## config.mk

```make
export PLATFORM = sky130hd
export DESIGN_NAME = fold_fir
export DESIGN_NICKNAME = d
export VERILOG_FILES = /design/src/rtl/fold_fir.sv
export SDC_FILE = /design/constraint.sdc
export NUM_CORES = 1
export LEC_CHECK = 0
export BUFFER_PORTS_ARGS = -buffer_cell sky130_fd_sc_hd__buf_2
export CAP_MARGIN = 10
export CORE_ASPECT_RATIO = 0.75
export CORE_UTILIZATION = 45
export DETAILED_ROUTE_END_ITERATION = 6
export PLACE_DENSITY_LB_ADDON = 0.15
export SYNTH_ARGS = -nofsm -noshare
export SYNTH_HDL_FRONTEND = slang
export SYNTH_SLANG_ARGS = --single-unit
```

## constraint.sdc

```tcl
create_clock -name clk -period 29.7 [get_ports clk]
set_input_delay 5.94 -clock clk [delete_from_list [all_inputs] [get_ports clk]]
set_output_delay 5.94 -clock clk [all_outputs]
set_load 0.01 [all_outputs]
```

## src/rtl/fold_fir.sv

```systemverilog
module fold_fir #(
  parameter int DW      = 9,
  parameter int CW      = 8,
  parameter int L4      = 14,
  parameter int L6      = 16,
  parameter int L8      = 20,
  parameter int VARIANT = 0
) (
  input  logic                 clk,
  input  logic                 rst_n,
  input  logic                 en,
  input  logic [1:0]           mode,
  input  logic                 coef_we,
  input  logic [3:0]           coef_addr,
  input  logic signed [CW-1:0] coef_data,
  input  logic                 in_valid,
  input  logic signed [DW-1:0] in_data,
  output logic                 out_valid,
  output logic signed [DW-1:0] out_data,
  output logic                 overrun
);
  localparam int NH = L8 / 2;
  localparam int HW = $clog2(NH + 1);
  localparam int IW = $clog2(L8);
  localparam int AW = DW + CW + 1 + $clog2(NH);
  localparam logic signed [AW-1:0] RND  = AW'(1 << (CW - 2));
  localparam logic signed [AW-1:0] OMAX = AW'((1 << (DW - 1)) - 1);
  localparam logic signed [AW-1:0] OMIN = -OMAX - AW'(1);

  logic signed [CW-1:0] h   [NH];
  logic signed [DW-1:0] dly [L8];
  logic                 busy;
  logic [HW-1:0]        idx, nh_q, nh_sel;
  logic [IW-1:0]        pidx;
  logic signed [AW-1:0] acc, acc_nxt, rsh;
  logic signed [DW:0]   pair;
  logic signed [CW+DW:0] prod;
  logic signed [DW-1:0] res;

  always_comb begin
    if (VARIANT == 2)      nh_sel = HW'(L8 / 2);
    else if (mode == 2'd0) nh_sel = (VARIANT == 1) ? HW'(L6 / 2) : HW'(L4 / 2);
    else if (mode == 2'd1) nh_sel = HW'(L6 / 2);
    else                   nh_sel = HW'(L8 / 2);
  end

  assign pidx    = IW'({nh_q, 1'b0}) - IW'(1) - IW'(idx);
  assign pair    = {dly[idx][DW-1], dly[idx]} + {dly[pidx][DW-1], dly[pidx]};
  assign prod    = h[idx] * pair;
  assign acc_nxt = acc + AW'(prod);
  assign rsh     = (acc_nxt + RND) >>> (CW - 1);
  assign res     = (rsh > OMAX) ? OMAX[DW-1:0] :
                   (rsh < OMIN) ? OMIN[DW-1:0] : rsh[DW-1:0];

  always_ff @(posedge clk or negedge rst_n) begin
    if (!rst_n) begin
      for (int i = 0; i < NH; i++) h[i] <= '0;
      for (int i = 0; i < L8; i++) dly[i] <= '0;
      busy      <= 1'b0;
      idx       <= '0;
      nh_q      <= HW'(L8 / 2);
      acc       <= '0;
      out_valid <= 1'b0;
      out_data  <= '0;
      overrun   <= 1'b0;
    end else begin
      out_valid <= 1'b0;
      if (coef_we && (int'(coef_addr) < NH)) h[coef_addr] <= coef_data;
      if (en) begin
        if (in_valid) begin
          if (busy) overrun <= 1'b1;
          else begin
            dly[0] <= in_data;
            for (int i = 1; i < L8; i++) dly[i] <= dly[i-1];
            busy <= 1'b1;
            idx  <= '0;
            acc  <= '0;
            nh_q <= nh_sel;
          end
        end
        if (busy) begin
          acc <= acc_nxt;
          idx <= idx + HW'(1);
          if (idx == nh_q - HW'(1)) begin
            busy      <= 1'b0;
            out_valid <= 1'b1;
            out_data  <= res;
          end
        end
      end
    end
  end
endmodule

```

Yosys cells after proc, flatten, opt, wreduce, memory -nomap -nowiden
Index checks and enable logic that the tools add are counted.
{"block": "word_totals", "ff_bits": 302, "elab_cells": 93, "input_bits": 28, "out_inout_bits": 11}
{"block": "classes", "mux": 26, "mul": 1, "bitwise": 4, "add_sub_neg": 7, "magnitude_cmp": 8, "eq_ne": 2, "reduce_logical": 8}
{"operator": "$bmux W9 S5", "count": 2}
{"operator": "$bwmux W80", "count": 1}
{"operator": "$mux W9", "count": 6}
{"operator": "$mux W22", "count": 2}
{"operator": "$bmux W8 S4", "count": 1}
{"operator": "$demux W8 S4", "count": 1}
{"operator": "$mux W8", "count": 3}
{"operator": "$add A22 B18 Y22", "count": 1}
{"operator": "$add A22 B8 Y22 const B", "count": 1}
{"operator": "$mul A8 B10 Y18", "count": 1}
{"operator": "$gt A15 B9 Y1 const B", "count": 1}
{"operator": "$lt A15 B9 Y1 const B", "count": 1}
{"operator": "$mux W4", "count": 3}
{"operator": "$add A9 B9 Y10", "count": 1}
{"operator": "$ge A5 B5 Y1 const B", "count": 2}
{"operator": "$not A4 Y5", "count": 2}
{"operator": "$reduce_and A3 Y1", "count": 3}
{"operator": "$ge A5 B6 Y1 const B", "count": 1}
{"operator": "$ge A6 B6 Y1 const B", "count": 1}
{"operator": "$mux W1", "count": 6}
{"operator": "$not A5 Y6", "count": 1}
{"operator": "$lt A5 B1 Y1 const B", "count": 1}
{"operator": "$sub A5 B1 Y5 const B", "count": 1}
{"operator": "$sub A5 B4 Y5", "count": 1}
{"operator": "other kinds (11)", "count": 12}

Logic depth before layout (Yosys ltp)
Gate-level depths: netlist of run 1.
{"block": "depth", "depth_word": 13, "mapped_depth": 41, "depth_no_buf": 38}

Least setup slack after synthesis of run 1
No wires, ideal clock.
{"block": "synth_timing", "path_type": "register -> register", "startpoint": "register idx[1]", "endpoint": "register out_data[0]", "path_stages_with_launch": 36, "arrival_ns": 10.213, "setup_slack_ns": 19.349, "path_buffers": 4, "period_less_slack_ns": 10.351, "t_required_ns": 29.562, "setup_ns": 0.138, "cell_sequence": "dfrtp_1 buf_1 inv_1 ha_1 buf_2 clkbuf_1 clkbuf_1 mux4_2 mux4_2 nand2_1 o21ai_0 ha_1 a21o_1 a21oi_1 o21bai_1 a21oi_1 o21bai_1 a21oi_1 o211ai_1 nand2_1 and2_1 fa_1 fa_1 fa_1 fa_1 ha_1 ha_1 a211o_1 a211o_1 a211o_1 a21o_1 a32o_1 a2111oi_1 o22ai_1 a21oi_4 o22ai_1"}
{"block": "synth_via", "elab_chain_len": 12, "word_cells_on_any_way": 22, "classes_between": "add/sub: 4; mul: 1; order compare: 2; eq/ne: 1; mux: 11; bitwise: 2; reduce/logical: 1"}
{"item": "start, declared", "line": "33", "source": "logic [HW-1:0] idx, nh_q, nh_sel;"}
{"item": "start signal, assigned", "line": "83", "source": "idx <= idx + HW'(1);"}
{"item": "$sub A5 B4 Y5", "line": "47", "source": "assign pidx = IW'({nh_q, 1'b0}) - IW'(1) - IW'(idx);"}
{"item": "$not A5 Y6 (implied by the code)", "line": "48", "source": "assign pair = {dly[idx][DW-1], dly[idx]} + {dly[pidx][DW-1], dly[pidx]};"}
{"item": "$bmux W9 S5", "line": "48"}
{"item": "$mux W9 (implied by the code) (2 in a row)", "line": "48"}
{"item": "$add A9 B9 Y10", "line": "48"}
{"item": "$mul A8 B10 Y18", "line": "49", "source": "assign prod = h[idx] * pair;"}
{"item": "$add A22 B18 Y22", "line": "50", "source": "assign acc_nxt = acc + AW'(prod);"}
{"item": "$add A22 B8 Y22", "line": "51", "source": "assign rsh = (acc_nxt + RND) >>> (CW - 1);"}
{"item": "$lt A15 B9 Y1", "line": "53", "source": "(rsh < OMIN) ? OMIN[DW-1:0] : rsh[DW-1:0];"}
{"item": "$mux W9", "line": "53"}
{"item": "$mux W9", "line": "52", "source": "assign res = (rsh > OMAX) ? OMAX[DW-1:0] :"}
{"item": "end signal, assigned", "line": "87", "source": "out_data <= res;"}
{"item": "end, declared", "line": "19", "source": "output logic signed [DW-1:0] out_data,"}
Several ways; a longest one is shown, not always the timed one. The select of a mux whose other input is x is not followed.
A chain may end at the register's enable or synchronous reset.

Worst setup path in the final report of run 1
{"block": "layout_timing", "startpoint": "register idx[1]", "endpoint": "register out_data[7]"}
Same word-level chain as after synthesis.

==> results of run 1 <==
==> sequential cells by signal (all words and copies together) (netlist names) <==
name,cells
out_data,9
nh_q,3
dly,180
out_valid,1
h,80
idx,4
acc,22
busy,1
overrun,1
==> cell usage after synthesis, types with 30 or more instances <==
cell type | number | area share
a21oi_1 | 30 | 0.0076
clkbuf_1 | 66 | 0.013
dfrtp_1 | 299 | 0.38
fa_1 | 103 | 0.10
ha_1 | 67 | 0.042
inv_1 | 126 | 0.024
mux2_2 | 89 | 0.051
mux2i_1 | 39 | 0.020
mux4_2 | 87 | 0.099
nand2_1 | 620 | 0.12
nor2_1 | 77 | 0.015
o21ai_0 | 44 | 0.011
xnor2_1 | 33 | 0.015
==> cell type report <==
cell class / instances / area (um2) / area share
Tap cell: 578 / 723 / 0.0333
Inverter: 128 / 480 / 0.0221
Multi-Input combinational cell: 1429 / 11400 / 0.526
Sequential cell: 301 / 7540 / 0.347
Clock buffer: 42 / 922 / 0.0424
Timing Repair Buffer: 61 / 385 / 0.0177
Clock inverter: 18 / 240 / 0.0111
==> critical path, delay by kind of cell (launching register included) <==
kind,cells,cell delay (ns)
AOI/OAI and AO/OA,14,3.63
adders and majority gates,8,3.47
buffers and inverters,3,1.46
DFF,1,0.34
muxes,2,1.07
and+or+nand+nor,6,1.61
==> through the flow <==
| stage | worst slack, ns | instances | utilization | instance area (um2) |
|---|---|---|---|---|
| 4_1_cts | 17.84 | 2557 | 0.501 | 21700 |
| 5_1_grt | 17.08 | 2557 | 0.501 | 21700 |
| 6_report | 17.89 | 2557 | 0.501 | 21700 |
| 3_3_place_gp | 18.23 | 2497 | 0.474 | 20600 |
| 2_1_floorplan | 19.35 | 1956 | - | 19800 |
| 3_5_place_dp | 17.88 | 2497 | 0.474 | 20600 |
==> how the worst min path moves through the flow <==
stage / startpoint / endpoint / slack (ns)
after global routing: dly[6]$_DFFE_PN0P_ / dly[6]$_DFFE_PN0P_ / 0.50
final: overrun$_DFFE_PN0P_ / overrun$_DFFE_PN0P_ / 0.45
after CTS: overrun$_DFFE_PN0P_ / overrun$_DFFE_PN0P_ / 0.46
after floorplan: dly[0]$_DFFE_PN0P_ / dly[0]$_DFFE_PN0P_ / 0.44
after global placement: overrun$_DFFE_PN0P_ / overrun$_DFFE_PN0P_ / 0.43
after detailed placement: overrun$_DFFE_PN0P_ / overrun$_DFFE_PN0P_ / 0.45
==> logic make-up (layout without fill, tap and decap cells) <==
logic type               after synthesis  count (layout)  share of synthesized area
adder cells (fa/ha/maj)              170             170                      0.146
AND/OR/NAND/NOR                      786             786                      0.162
XOR/XNOR                              49              49                     0.0224
AO/OA/AOI/OAI                        208             208                     0.0753
flip-flops                           301             301                      0.380
multiplexers                         216             216                      0.170
buffers and inverters                226             249                     0.0443
==> routing by layer <==
| layer | vias to the layer above | GRT usage | wire [um] |
|---|---|---|---|
| li1 | 6607 | - | - |
| met1 | 7132 | 0.346 | 24100 |
| met2 | 277 | 0.331 | 20800 |
| met3 | 63 | 0.0324 | 2130 |
| met4 | 0 | 0.0510 | 936 |
| met5 | - | 0 | 0 |
==> key figures, run 1 <==
Worst setup path
  – Max incr delay on CP: 0.80 ns
  – Critical R2R Capture: out_data[7]$_DFFE_PN0P_
  – Crit-path slowest cell: o311ai_2
  – CP Max Fanout: 46
  – R2r worst-path depth: 33
  – CP Class: reg -> reg
  – CP dominant cell by count: fa_1
  – Worst Path Required: 30.08 ns
  – Startpoint types: flop
  – Reg2reg setup slack: 17.89 ns
  – CP Data Arrival Time: 12.19 ns
  – Crit path capture: out_data[7]$_DFFE_PN0P_
  – Critical Path End Type: flop
  – Setup crit start: idx[1]$_DFFE_PN0P_
  – Critical R2R Launch: idx[1]$_DFFE_PN0P_

Floorplan
  – Core Rows: 66
  – Die Wd: 244 um
  – Die H: 184 um
  – Total core area: 43400 um2
  – DIE AREA: 44900 um2
  – # IOs: 39
  – Initial Util: 0.457

Timing
  – Final hold violations: 0
  – Hold slack: 0.454 ns
  – Setup TNS: 0 ns
  – Headroom to the max-slew limit: 0.235
  – Final clock skew: 0.0134 ns
  – F_max: 0.0847 GHz
  – Tcrit/Tclk final: 0.398
  – Final setup fails: 0
  – Worst Tran Pin Value: 1.15 ns
  – Tmin final: 11.81 ns
  – Fin. max-slew vios: 0
  – Unrepaired setup endpoints after global routing: false

Synthesis
  – Yosys reg bits: 301
  – Average size of a mapped cell: 10.1 um2
  – Fraction of registers with async set/reset: 1.00
  – Post-synth cell types: 75
  – Top_reg_cell synth: dfrtp_1
  – Post-Syn Area: 19800 um2
  – Seq/Total Area, Yosys: 0.380
  – Ys Warns: 0
  – Syn Inst Count: 1956
  – Post-synth EDFFs: 0
  – Synthesized net count: 2154

Clock network
  – # resized after CTS: 0
  – Cts hold-fix bufs: 0
  – CTS tree: built
  – Clk root buf: clkbuf_16
  – Clk buf depth: 3
  – H-tree Lvls: 2
  – Clock-pin slew on the worst setup and hold paths: 0.07 ns
  – CTS Buf Count: 34
  – Clk_lat worst skew: 0.53 ns
  – Sink Count: 301
  – Post-CTS Setup Inserts: 0

Drt
  – Antenna-violating nets left: 0
  – Number of DRC markers in iteration 0: 1134
  – Via count: 14.1k
  – # DRC: 0
  – WL/cell: 18.7 um
  – Drt total wl: 47900 um
  – Total iterations of the first detailed-routing run: 5
  – Vias per cell: 5.51

Placement
  – PortBufs: 38
  – Final HPWL from detailed placement: 32100 um
  – Gpl congestion: 0.840

Layout
  – Layout cells sized above 1: 0.165
  – Antenna cells: 0
  – Synth-to-Final Area Change: 9.65%
  – Nets: 2153
  – Commonest non-fill, non-tap cell in the layout: nand2_1
  – Fillcell total: 3921
  – Commonest non-fill, non-tap cells in the layout: nand2_1 (620), dfrtp_1 (297), inv_1 (126), fa_1 (103), mux2_2 (89)

GRT
  – Vias in the first global route: 14.2k
  – Initial antenna violation count: 0
  – First-pass GRT wire length: 79300 um
  – Largest net degree at the start of global routing: 175
  – GRT overflow: 0
  – Total GRT Usage: 0.224

Min path
  – Hold Crit Depth: 1
  – Hold WC Path Type: reg -> reg

Run
  – MaxCap Viol Count: 0

Outcome
  – Outcome: complete, no violations
Power of run 1 is not shown: default switching activity piles up to over one toggle a cycle in this logic, so the estimate is an artifact.
==> run 2: changes to the inputs <==
==> constraint.sdc (replaced) <==
create_clock -name clk -period 10.8 [get_ports clk]
set_input_delay 2.16 -clock clk [delete_from_list [all_inputs] [get_ports clk]]
set_output_delay 2.16 -clock clk [all_outputs]
set_load 0.01 [all_outputs]
==> run 2 against run 1 <==
Net effect: setup slack worse by 17 ns; sequential share of layout area is 0.11 points lower; flip-flop and latch count stayed put; register-to-register slack worse by 17 ns; critical endpoint is now out_data[0]$_DFFE_PN0P_.
==> key figures, run 2 (same netlist as run 1, synthesis figures left out) <==
Layout
  – Commonest non-fill, non-tap cell in the layout: nand2_1 (unchanged)
  – Nets: 2160 (was 2153)
  – Top reg by flops: dly (unchanged)
  – Regs by FF count: dly: 180 flops, h: 80 flops, acc: 22 flops (unchanged)
  – Post-Layout Cell Count: 2564 (was 2557)
  – Largest register FFs: 180 (unchanged)
  – Synth-to-Final Area Change: 10.0% (was 9.65%)
  – Layout cells sized above 1: 0.170 (was 0.165)
  – Commonest non-fill, non-tap cells in the layout: nand2_1 (620), dfrtp_1 (297), inv_1 (126), fa_1 (103), mux2_2 (89) (unchanged)

Clock network
  – Clk buf depth: 3 (unchanged)
  – CTS Buf Count: 34 (unchanged)
  – Clock-pin slew on the worst setup and hold paths: 0.06 ns (was 0.07 ns)
  – Cts hold-fix bufs: 0 (unchanged)
  – CTS tree: built (unchanged)
  – Clk root buf: clkbuf_16 (unchanged)
  – H-tree Lvls: 2 (unchanged)
  – Clk_lat worst skew: 0.53 ns (about the same)
  – Sink Count: 301 (unchanged)

Timing
  – Final clock skew: 0.0130 ns (was 0.0134 ns)
  – Setup TNS: 0 ns (unchanged)
  – Unrepaired setup endpoints after global routing: false (unchanged)
  – Final setup fails: 0 (unchanged)
  – Tcrit/Tclk final: 0.939 (was 0.398)
  – Worst Tran Pin Value: 1.14 ns (was 1.15 ns)
  – Fin. max-slew vios: 0 (unchanged)
  – Tmin final: 10.14 ns (was 11.81 ns)
  – Final hold violations: 0 (unchanged)
  – F_max: 0.0986 GHz (was 0.0847 GHz)
  – Headroom to the max-slew limit: 0.240 (was 0.235)

Drt
  – Total iterations of the first detailed-routing run: 5 (unchanged)
  – Drt total wl: 48900 um (was 47900 um)
  – Number of DRC markers in iteration 0: 881 (was 1134)
  – # DRC: 0 (unchanged)
  – WL/cell: 19.1 um (was 18.7 um)
  – Antenna-violating nets left: 0 (unchanged)
  – Vias per cell: 5.56 (was 5.51)
  – Via count: 14.3k (was 14.1k)

GRT
  – GRT overflow: 0 (unchanged)
  – Largest net degree at the start of global routing: 176 (was 175)
  – First-pass GRT wire length: 80400 um (was 79300 um)
  – Initial antenna violation count: 1 (was 0)
  – Vias in the first global route: 14.4k (was 14.2k)
  – Total GRT Usage: 0.227 (was 0.224)

Worst setup path
  – Startpoint types: flop (unchanged)
  – CP Class: reg -> reg (unchanged)
  – Worst Path Required: 11.24 ns (was 30.08 ns)
  – Crit-path slowest cell: fa_1 (was o311ai_2)
  – CP Max Fanout: 17 (was 46)
  – CP dominant cell by count: fa_1 (unchanged)
  – Max incr delay on CP: 0.52 ns (was 0.80 ns)
  – Critical R2R Launch: nh_q[2]$_DFFE_PN0P_ (was idx[1]$_DFFE_PN0P_)
  – Setup crit start: nh_q[2]$_DFFE_PN0P_ (was idx[1]$_DFFE_PN0P_)
  – CP Data Arrival Time: 10.58 ns (was 12.19 ns)
  – Critical Path End Type: flop (unchanged)

Run
  – MaxCap Viol Count: 0 (unchanged)

Outcome
  – Outcome: complete, no violations (unchanged)

Floorplan
  – Initial Util: 0.457 (unchanged)
  – Die Wd: 244 um (unchanged)
  – Core Rows: 66 (unchanged)
  – DIE AREA: 44900 um2 (unchanged)
  – Total core area: 43400 um2 (unchanged)
  – Die H: 184 um (unchanged)
  – # IOs: 39 (unchanged)

Placement
  – Final HPWL from detailed placement: 33000 um (was 32100 um)
  – Gpl congestion: 0.847 (was 0.840)
  – DP Cell Count: 2504 (was 2497)
  – PortBufs: 38 (unchanged)

Min path
  – Hold WC Path Type: reg -> reg (unchanged)
  – Hold Crit Start: overrun$_DFFE_PN0P_ (unchanged)
## run 2: through the flow
stage / setup WS (ns) / instance area [um2] / util / hold slack [ns]
2_1_floorplan: 0.449 / 19800 / - / 0.440
3_3_place_gp: 0.474 / 20700 / 0.476 / 0.434
3_5_place_dp: 0.206 / 20700 / 0.476 / 0.448
4_1_cts: 0.159 / 21800 / 0.502 / 0.461
5_1_grt: 0.0493 / 21800 / 0.503 / 0.492
6_report: 0.661 / 21800 / 0.503 / 0.456
## run 2: worst max-delay path: cells and delay by family, from the launching register on
kind | cells | cell delay [ns]
buffers and inverters | 4 | 0.54
AO/OA/AOI/OAI | 11 | 2.70
flip-flops | 1 | 0.43
adder cells (fa/ha/maj) | 8 | 3.56
multiplexers | 3 | 1.29
AND/OR/NAND/NOR | 4 | 0.84
XOR/XNOR | 2 | 0.65
## run 2: area by class of cell
cell class                 instances  area (um2)
inverter                         128         480
timing repair buffer              68         475
tap                              578         723
clock inverter                    13         130
clock buffer                      46         967
fill                            3954       21600
sequential                       301        7540
antenna                            1        2.50
multi-input combinational       1429       11500
## run 2: timing repair
action,in CTS,in global routing
resized for setup,0,10
hold endpoints to repair,0,0
setup endpoints to repair,0,9
buffers inserted,0,0
## run 2: worst paths after layout
kind / slack, ns / to / depth (start not counted)
min in group asynchronous: 1.60 / h[68]$_DFFE_PN0P_ / 1
setup / recovery: 0.66 / out_data[0]$_DFFE_PN0P_ / 32
max in group asynchronous: 7.04 / dly[71]$_DFFE_PN0P_ / 3
setup reg to reg: 0.66 / out_data[0]$_DFFE_PN0P_ / 32
hold reg to reg: 0.46 / overrun$_DFFE_PN0P_ / 1
hold / removal: 0.46 / overrun$_DFFE_PN0P_ / 1
## run 2: metal layers
metal  wire (um)  part of all wire  global-route usage  up-vias
met1       23700              0.48               0.339     7233
met3        2920             0.060              0.0452       61
met2       21400              0.44               0.337      325
met4         899             0.018              0.0568        0
met5           0                 0                   0        -
li1            -                 -                   -     6633
Power of run 2 is left out for the same reason.
